==> src/rtl/cscu_pkg.sv <==
package cscu_pkg;

  typedef enum logic [1:0] {
    BATT_DEAD = 2'd0,
    BATT_WARN = 2'd1,
    BATT_GOOD = 2'd2
  } batt_e;

  localparam int          OFS_W      = 6;
  localparam logic [5:0]  OFS_STATUS = 6'h01;
  localparam logic [5:0]  OFS_CHANGE = 6'h04;
  localparam logic [5:0]  OFS_CONFIG = 6'h05;

  localparam int          CHG_W      = 4;
  localparam int          CHG_CD     = 3;
  localparam int          CHG_WARN   = 1;
  localparam int          CHG_DEAD   = 0;

  // writable configuration bits: routing nibble, cd/warn/dead enables
  localparam logic [7:0]  CFG_MASK   = 8'hFB;

  function automatic batt_e batt_decode(input logic [1:0] code);
    case (code)
      2'b11:   batt_decode = BATT_GOOD;
      2'b01:   batt_decode = BATT_WARN;
      default: batt_decode = BATT_DEAD;
    endcase
  endfunction

endpackage

==> src/rtl/cscu_sync.sv <==
module cscu_sync #(
  parameter int WIDTH  = 7,
  parameter int STAGES = 2
) (
  input  logic             clk,
  input  logic             rst_n,
  input  logic [WIDTH-1:0] d_async,
  output logic [WIDTH-1:0] d_sync
);

  logic [WIDTH-1:0] stage_q [STAGES];

  genvar g;
  generate
    for (g = 0; g < STAGES; g++) begin : g_stage
      logic [WIDTH-1:0] stage_d;
      if (g == 0) begin : g_first
        assign stage_d = d_async;
      end else begin : g_next
        assign stage_d = stage_q[g-1];
      end
      always_ff @(posedge clk or negedge rst_n) begin
        if (!rst_n) stage_q[g] <= '0;
        else        stage_q[g] <= stage_d;
      end
    end
  endgenerate

  assign d_sync = stage_q[STAGES-1];

endmodule

==> src/rtl/cscu_event.sv <==
module cscu_event
  import cscu_pkg::*;
(
  input  logic       clk,
  input  logic       rst_n,
  input  logic [1:0] cd_s,
  input  logic [1:0] bvd_s,
  output logic       present,
  output logic       ev_cd,
  output logic       ev_warn,
  output logic       ev_dead
);

  logic  present_q;
  batt_e batt_now, batt_q;

  always_comb begin
    present  = &cd_s;
    batt_now = batt_decode(bvd_s);
    ev_cd    = present ^ present_q;
    ev_warn  = (batt_now == BATT_WARN) && (batt_q != BATT_WARN);
    ev_dead  = (batt_now == BATT_DEAD) && (batt_q != BATT_DEAD);
  end

  // reset state matches the all-zero synchroniser output: absent, dead
  always_ff @(posedge clk or negedge rst_n) begin
    if (!rst_n) begin
      present_q <= 1'b0;
      batt_q    <= BATT_DEAD;
    end else begin
      present_q <= present;
      batt_q    <= batt_now;
    end
  end

endmodule

==> src/rtl/cscu_regs.sv <==
module cscu_regs
  import cscu_pkg::*;
#(
  parameter logic [1:0] SLOT_TAG = 2'b01
) (
  input  logic             clk,
  input  logic             rst_n,
  input  logic [7:0]       reg_idx,
  input  logic             reg_wr,
  input  logic             reg_rd,
  input  logic [7:0]       reg_wdata,
  input  logic [7:0]       status_byte,
  input  logic             ev_cd,
  input  logic             ev_warn,
  input  logic             ev_dead,
  output logic [7:0]       reg_rdata,
  output logic             idx_hit,
  output logic [CHG_W-1:0] chg_q,
  output logic             irq_req,
  output logic [3:0]       irq_num
);

  logic [OFS_W-1:0] ofs;
  logic [CHG_W-1:0] chg_d, chg_set;
  logic [7:0]       cfg_q, cfg_d;
  logic             cfg_en, chg_clr;

  always_comb begin
    ofs     = reg_idx[OFS_W-1:0];
    idx_hit = (reg_idx[7:6] == SLOT_TAG);
    chg_clr = idx_hit && reg_rd && (ofs == OFS_CHANGE);
    cfg_en  = idx_hit && reg_wr && (ofs == OFS_CONFIG);

    chg_set           = '0;
    chg_set[CHG_CD]   = ev_cd;
    chg_set[CHG_WARN] = ev_warn;
    chg_set[CHG_DEAD] = ev_dead;
    // a new event wins over a clearing read in the same cycle
    chg_d = (chg_clr ? '0 : chg_q) | chg_set;
    cfg_d = reg_wdata & CFG_MASK;

    reg_rdata = 8'h00;
    if (idx_hit) begin
      case (ofs)
        OFS_STATUS: reg_rdata = status_byte;
        OFS_CHANGE: reg_rdata = {4'h0, chg_q};
        OFS_CONFIG: reg_rdata = cfg_q;
        default:    reg_rdata = 8'h00;
      endcase
    end

    irq_req = |(chg_q & cfg_q[CHG_W-1:0]);
    irq_num = cfg_q[7:4];
  end

  always_ff @(posedge clk or negedge rst_n) begin
    if (!rst_n) chg_q <= '0;
    else        chg_q <= chg_d;
  end

  always_ff @(posedge clk or negedge rst_n) begin
    if (!rst_n)      cfg_q <= '0;
    else if (cfg_en) cfg_q <= cfg_d;
  end

endmodule

==> src/rtl/card_status_irq.sv <==
module card_status_irq
  import cscu_pkg::*;
#(
  parameter int CTRL_ID     = 0,
  parameter int SLOT_ID     = 1,
  parameter int SYNC_STAGES = 2
) (
  input  logic       clk,
  input  logic       rst_n,
  input  logic [1:0] cd_pin,
  input  logic [1:0] bvd_pin,
  input  logic       wp_pin,
  input  logic       rdy_pin,
  input  logic       pwr_good,
  input  logic [7:0] reg_idx,
  input  logic       reg_wr,
  input  logic       reg_rd,
  input  logic [7:0] reg_wdata,
  output logic [7:0] reg_rdata,
  output logic       irq_req,
  output logic [3:0] irq_num
);

  localparam int         PIN_W    = 7;
  localparam logic [1:0] SLOT_TAG = {CTRL_ID[0], SLOT_ID[0]};

  logic [1:0]       rst_pipe;
  logic             rst_sync_n;
  logic [PIN_W-1:0] pins_async, pins_s;
  logic [1:0]       cd_s, bvd_s;
  logic             wp_s, rdy_s, pwr_s;
  logic             present, ev_cd, ev_warn, ev_dead, idx_hit;
  logic [CHG_W-1:0] chg_q;
  logic [7:0]       status_byte;

  // asynchronous assertion, synchronous release
  always_ff @(posedge clk or negedge rst_n) begin
    if (!rst_n) rst_pipe <= 2'b00;
    else        rst_pipe <= {rst_pipe[0], 1'b1};
  end
  assign rst_sync_n = rst_pipe[1];

  assign pins_async = {pwr_good, rdy_pin, wp_pin, cd_pin, bvd_pin};

  cscu_sync #(.WIDTH(PIN_W), .STAGES(SYNC_STAGES)) i_sync (
    .clk     (clk),
    .rst_n   (rst_sync_n),
    .d_async (pins_async),
    .d_sync  (pins_s)
  );

  assign {pwr_s, rdy_s, wp_s, cd_s, bvd_s} = pins_s;
  assign status_byte = {1'b0, pwr_s, rdy_s, wp_s, cd_s, bvd_s};

  cscu_event i_event (
    .clk     (clk),
    .rst_n   (rst_sync_n),
    .cd_s    (cd_s),
    .bvd_s   (bvd_s),
    .present (present),
    .ev_cd   (ev_cd),
    .ev_warn (ev_warn),
    .ev_dead (ev_dead)
  );

  cscu_regs #(.SLOT_TAG(SLOT_TAG)) i_regs (
    .clk         (clk),
    .rst_n       (rst_sync_n),
    .reg_idx     (reg_idx),
    .reg_wr      (reg_wr),
    .reg_rd      (reg_rd),
    .reg_wdata   (reg_wdata),
    .status_byte (status_byte),
    .ev_cd       (ev_cd),
    .ev_warn     (ev_warn),
    .ev_dead     (ev_dead),
    .reg_rdata   (reg_rdata),
    .idx_hit     (idx_hit),
    .chg_q       (chg_q),
    .irq_req     (irq_req),
    .irq_num     (irq_num)
  );

endmodule

==> config.mk <==
export PLATFORM = sky130hd
export DESIGN_NAME = card_status_irq
export DESIGN_NICKNAME = d
export VERILOG_FILES = /design/src/rtl/cscu_pkg.sv /design/src/rtl/cscu_sync.sv /design/src/rtl/cscu_event.sv /design/src/rtl/cscu_regs.sv /design/src/rtl/card_status_irq.sv
export SDC_FILE = /design/constraint.sdc
export NUM_CORES = 1
export LEC_CHECK = 0
export BUFFER_PORTS_ARGS = -buffer_cell sky130_fd_sc_hd__buf_2
export CORE_MARGIN = 8
export CORE_UTILIZATION = 48
export CTS_CLUSTER_SIZE = 24
export DETAILED_ROUTE_END_ITERATION = 12
export PLACE_DENSITY = 0.77
export SYNTH_ARGS = -nofsm -noshare
export SYNTH_HDL_FRONTEND = slang
export SYNTH_SLANG_ARGS = --single-unit
==> constraint.sdc <==
create_clock -name clk -period 2.7 [get_ports clk]
set_clock_uncertainty 0.05 [all_clocks]
set_input_delay 0.81 -clock clk [delete_from_list [all_inputs] [get_ports clk]]
set_output_delay 0.81 -clock clk [all_outputs]
set_load 0.02 [all_outputs]
Word level (Yosys, flattened, before mapping)
Cells that the tools add are included.

operators by class
  equality and inequality tests = 8
  multiplexer cells = 4
  bitwise gates (word level) = 3
  reductions and logical operators = 10

operator list
  operator                                                                 count
  8-bit case mux with 3 select lines                                       1
  6-bit by 3-bit == test with 1-bit output, second input constant          2
  8-bit two-way mux                                                        1
  2-bit by 1-bit == test with 1-bit output, second input constant          3
  6-bit by 1-bit == test with 1-bit output, second input constant          1
  1-bit logical AND                                                        6
  4-bit bitwise AND                                                        1
  4-bit two-way mux                                                        1
  4-bit bitwise OR                                                         1
  2-bit case mux with 2 select lines                                       1
  4-bit OR reduction                                                       1
  2-bit == test, second input constant                                     1
  2-bit logical NOT                                                        1
  2-bit by 1-bit inequality test with 1-bit output, second input constant  1
  2-bit AND reduction                                                      1
  2-bit nonzero test                                                       1
  1-bit XOR                                                                1

storage, ports and cells
  bits in registers = 30
  bits of input ports = 27
  output and inout port bits = 13
  logic and storage cells = 32

Longest topological paths before layout
  depth after elaboration = 5
  mapped depth = 5
  mapped depth without buffers = 3

Hierarchy
From an unflattened synthesis, not the netlist that was laid out.

second synthesis, totals
  cell total of the unflattened synthesis = 87
  area total of the unflattened synthesis = 1,173.6 um^2

modules (own cells, without submodules)
  module           times used  cells each  area each (um^2)  sequential area each (um^2)
  cscu_regs        1           58          633.1             250.2
  cscu_sync        1           14          350.3             350.3
  cscu_event       1           11          132.6             75.1
  card_status_irq  1           4           57.6              50.0

Least setup slack after synthesis
OpenSTA, ideal clock, no wires.

  path type = input to output
  start point = input reg_idx[1]
  end point = output reg_rdata[0]
  arrival = 1,846 ps
  data required time = 1,840 ps
  path slack = -6 ps
  cell stages on the path = 3
  buffers on the path = 0
  path through = nor3_1 > o2111ai_1 > a21oi_1

between the ends
  word-level cells in the longest chain between the ends = 3
  elaborated cells between the ends (all ways) = 5
  those cells by class = eq/ne (3); mux (2)

RTL lines
  what                                                                                                  line                   RTL
  from (decl)                                                                                           card_status_irq.sv:15  input logic [7:0] reg_idx,
  6-bit by 3-bit == test with 1-bit output or 6-bit by 1-bit == test with 1-bit output (tied branches)  cscu_regs.sv:44        case (ofs)
  8-bit case mux with 3 select lines (*)                                                                cscu_regs.sv:44
  8-bit two-way mux (*)                                                                                 cscu_regs.sv:43        if (idx_hit) begin
  to (decl)                                                                                             card_status_irq.sv:19  output logic [7:0] reg_rdata,

Every way passes the cells marked *; elsewhere a longest branch is shown, timed or not.

Worst setup path after layout
  start point = input reg_idx[4]
  end point = output reg_rdata[4]

Same word-level chain as after synthesis.

==> run summary <==
TIMING
------------------------------------------------------------------------
Final setup violation count                                            1
Min Clock Period, post-route                                     2770 ps
Final worst path period share                                       103%
Setup slack of the critical path after layout                   -71.2 ps
Max-slew headroom                                                  31.5%
Final count of hold timing violations                                  0
Final Max Slew Viols                                                   0
Unrepaired setup endpoints after global routing                     true
F_max                                                            361 MHz
Hold slack final                                                  209 ps
Worst slew pin tran                                              1030 ps

CLOCK TREE
------------------------------------------------------------------------
Worst-case clock buffer depth                                          2
Clk pin slew, worst setup/hold paths                               80 ps
Number of CTS-inserted buffers                                         5
Clock tree root buffer cell                                 sky130_fd_sc_hd__clkbuf_4
Hold_buf cts                                                           0
TritonCTS clock tree                                                 yes
Number of levels the H-tree was split into                             2
Number of sinks driven by the clock tree                              29
Clock latency on the worst-skew pair                              320 ps

DRT
------------------------------------------------------------------------
Per-cell routed wire length                                      16.4 um
Antenna viol nets, final                                               0
Vias per std cell                                                   5.16
Routed vias                                                          836
First drt pass iteration count                                         4
Remaining DRCs                                                         0
Detailed-route wire length                                       2650 um
First DRT Iteration DRCs                                              25

POWER AND IR DROP
------------------------------------------------------------------------
Pint                                                            0.616 mW
Power share of the clock group                                     32.1%
Highest ir drop seen on vdd                                     0.422 mV
Leakage power total                                             0.713 nW
Sequential share of power                                          58.6%
Sw Share                                                           23.2%
Switching component of the power                                0.186 mW
Part of the total power dissipated in combinational logic           9.3%
Total power density per cell area                             521 nW/um2

YOSYS
------------------------------------------------------------------------
Mapped Avg Cell Area                                            13.2 um2
Most frequent cells after synthesis                         29 x sky130_fd_sc_hd__dfrtp_1, 12 x sky130_fd_sc_hd__nand3_1, 10 x sky130_fd_sc_hd__mux2_2
Most numerous cell in the Yosys netlist                     sky130_fd_sc_hd__dfrtp_1
EDFF count, synth                                                      0
Dominant register cell in the synthesized netlist           sky130_fd_sc_hd__dfrtp_1
Sequential share of the synthesized area                           62.6%
Syn nets                                                             115
Flop and latch count out of synthesis                                 29
Yosys warns                                                            0
Area share of the largest cell type after synthesis                62.6%
Cell variety after synth                                              23
Post-synth ARST share                                               100%
Dominant cell type by area after synthesis                  sky130_fd_sc_hd__dfrtp_1
Top post-synthesis cells by area                            sky130_fd_sc_hd__dfrtp_1 63%, sky130_fd_sc_hd__mux2_2 9.7%, sky130_fd_sc_hd__nand3_1 5.2%
Post-synthesis cell area                                        1160 um2
Gate count after technology mapping                                   88

FLOORPLAN
------------------------------------------------------------------------
Number of placed I/O pins                                             40
Placement row count                                                   18
Effective utilization at floorplan                                 48.5%
Floorplan die height                                             65.1 um
Full die area                                                   4240 um2
X dimension of the die                                           65.1 um
Standard cell core area                                         2390 um2

PLACED DESIGN
------------------------------------------------------------------------
Count of buffers inserted at the top-level ports                      38
Routability cong.                                                  0.850
Post-detail-place hpwl                                           1810 um

GRT
------------------------------------------------------------------------
Largest net degree at the start of global routing                     28
Number of global-route vias before repair                            933
Wire length of the first global-routing pass                     4110 um
Initial antenna violation count                                        0
Total global routing track utilization                             12.6%
Aggregate global routing overflow                                      0

FINAL LAYOUT
------------------------------------------------------------------------
Final Core Density                                                 64.5%
Final-stage net count                                                159
Antenna cell count                                                     0
Synth-to-layout area growth                                        32.9%
Proportion of layout cells with a drive suffix above 1             53.8%

STATUS
------------------------------------------------------------------------
Failing checks                                              setup timing
Outcome                                                     finished, violations left

WORST HOLD PATH
------------------------------------------------------------------------
Tightest Hold Check Type                                    primary input to async pin

SETUP PATH
------------------------------------------------------------------------
Worst reg2reg startpoint                                     rst_pipe[1]
Setup crit start kind                                       primary input
Critical path data required time                                 1840 ps
Endpoint of the worst register-to-register path             i_sync.g_stage[1].stage_d[6]
Data arrival time of the critical path                           1910 ps
Crit Path Class                                             primary input to output port
Worst r2r path cells                                                   0
FF-to-FF setup slack                                             1590 ps
Worst Setup End Kind                                         output port
Max Fanout on Critical Path                                            6

FLOW RUN
------------------------------------------------------------------------
Number of max-cap violations                                           0

[worst max-delay path by stage]
stage               startpoint            to  slack, ps  depth (start not counted)
global placement    reg_idx[1]  reg_rdata[1]        -80                          5
global route        reg_idx[4]  reg_rdata[4]       -130                          6
floorplan           reg_idx[1]  reg_rdata[0]         -6                          3
detailed placement  reg_idx[1]  reg_rdata[1]       -110                          5
CTS                 reg_idx[1]  reg_rdata[1]          8                          6
finish              reg_idx[4]  reg_rdata[4]        -70                          6
[metrics by stage]
| step | total power, mW | instance area [um2] | std cells | setup TNS [ps] | setup slack, ps |
|---|---|---|---|---|---|
| after floorplan | 0.510 | 1160 | 88 | -36.1 | -6.02 |
| after global placement | 0.539 | 1370 | 153 | -282 | -81.6 |
| after detailed placement | 0.543 | 1370 | 153 | -481 | -107 |
| after CTS | 0.804 | 1440 | 160 | 0 | 8.03 |
| after global routing | 0.845 | 1540 | 162 | -314 | -131 |
| final | 0.802 | 1540 | 162 | -71.2 | -71.2 |
[worst max-delay path, cell delays in order]
cell and delay (ps):
sky130_fd_sc_hd__buf_8 100, sky130_fd_sc_hd__nor4b_4 310, sky130_fd_sc_hd__buf_6 170, sky130_fd_sc_hd__nand3_1 110, sky130_fd_sc_hd__a21oi_1 220, sky130_fd_sc_hd__buf_4 180
[flip-flops by register name, indices dropped and copies added, names as in the netlist]
name	count
i_regs.chg_q	3
i_regs.cfg_q	7
i_event.batt_q	2
i_sync.d_sync	7
rst_pipe	2
i_sync.g_stage.stage_d	7
i_event.present_q	1
[power by group through the flow]
stage                     sequential, mW  combinational [mW]  clock (mW)
final                              0.470              0.0745       0.257
after global placement             0.477              0.0619           0
after global routing               0.475              0.0813       0.289
after CTS                          0.471              0.0657       0.267
after detailed placement           0.479              0.0638           0
after floorplan                    0.474              0.0356           0
[cell families (layout without fill, tap and decap cells)]
kind of cell / after synthesis / after routing / synth area share (%)
DFF: 29 / 29 / 62.6
and+or+nand+nor: 27 / 27 / 14.9
AOI/OAI and AO/OA: 11 / 11 / 6.59
muxes: 10 / 10 / 9.72
buffers and inverters: 9 / 53 / 5.08
other: 1 / 1 / 0.324
xor gates and xnor gates: 1 / 1 / 0.756
[cell usage in the layout, fill, tap and decap left out, types with 4 or more instances in the layout]
cell type,netlist,routed
sky130_fd_sc_hd__dfrtp_1,29,29
sky130_fd_sc_hd__buf_6,1,4
sky130_fd_sc_hd__clkbuf_4,0,5
sky130_fd_sc_hd__nor2b_1,4,4
sky130_fd_sc_hd__buf_2,2,28
sky130_fd_sc_hd__nand3_1,12,9
sky130_fd_sc_hd__buf_4,4,11
sky130_fd_sc_hd__mux2_2,10,10
[cell type report]
type,count,area (um2)
fill,191,847
sequential,29,726
multi-input combinational,50,432
timing repair buffer,44,283
clock buffer,7,55.1
tap,30,37.5
inverter,2,7.51
[timing repair]
| action | 4_1_cts | 5_1_grt |
|---|---|---|
| pin swaps | 0 | 6 |
| setup buffers | 0 | 1 |
| gates cloned | 0 | 1 |
| setup endpoints to repair | 6 | 6 |
| resized for setup | 4 | 25 |
[per-layer routing]
layer  part of all wire [%]  GRT usage [%]  vias up  routed length (um)
met2                     49           20.5       33                1300
met4                    1.8           7.08        0                  48
met5                      0              0        -                   0
met3                    7.5           5.95        6                 200
li1                       -              -      397                   -
met1                     42           13.2      400                1110
Note: power is estimated with default switching activity, not from simulation.
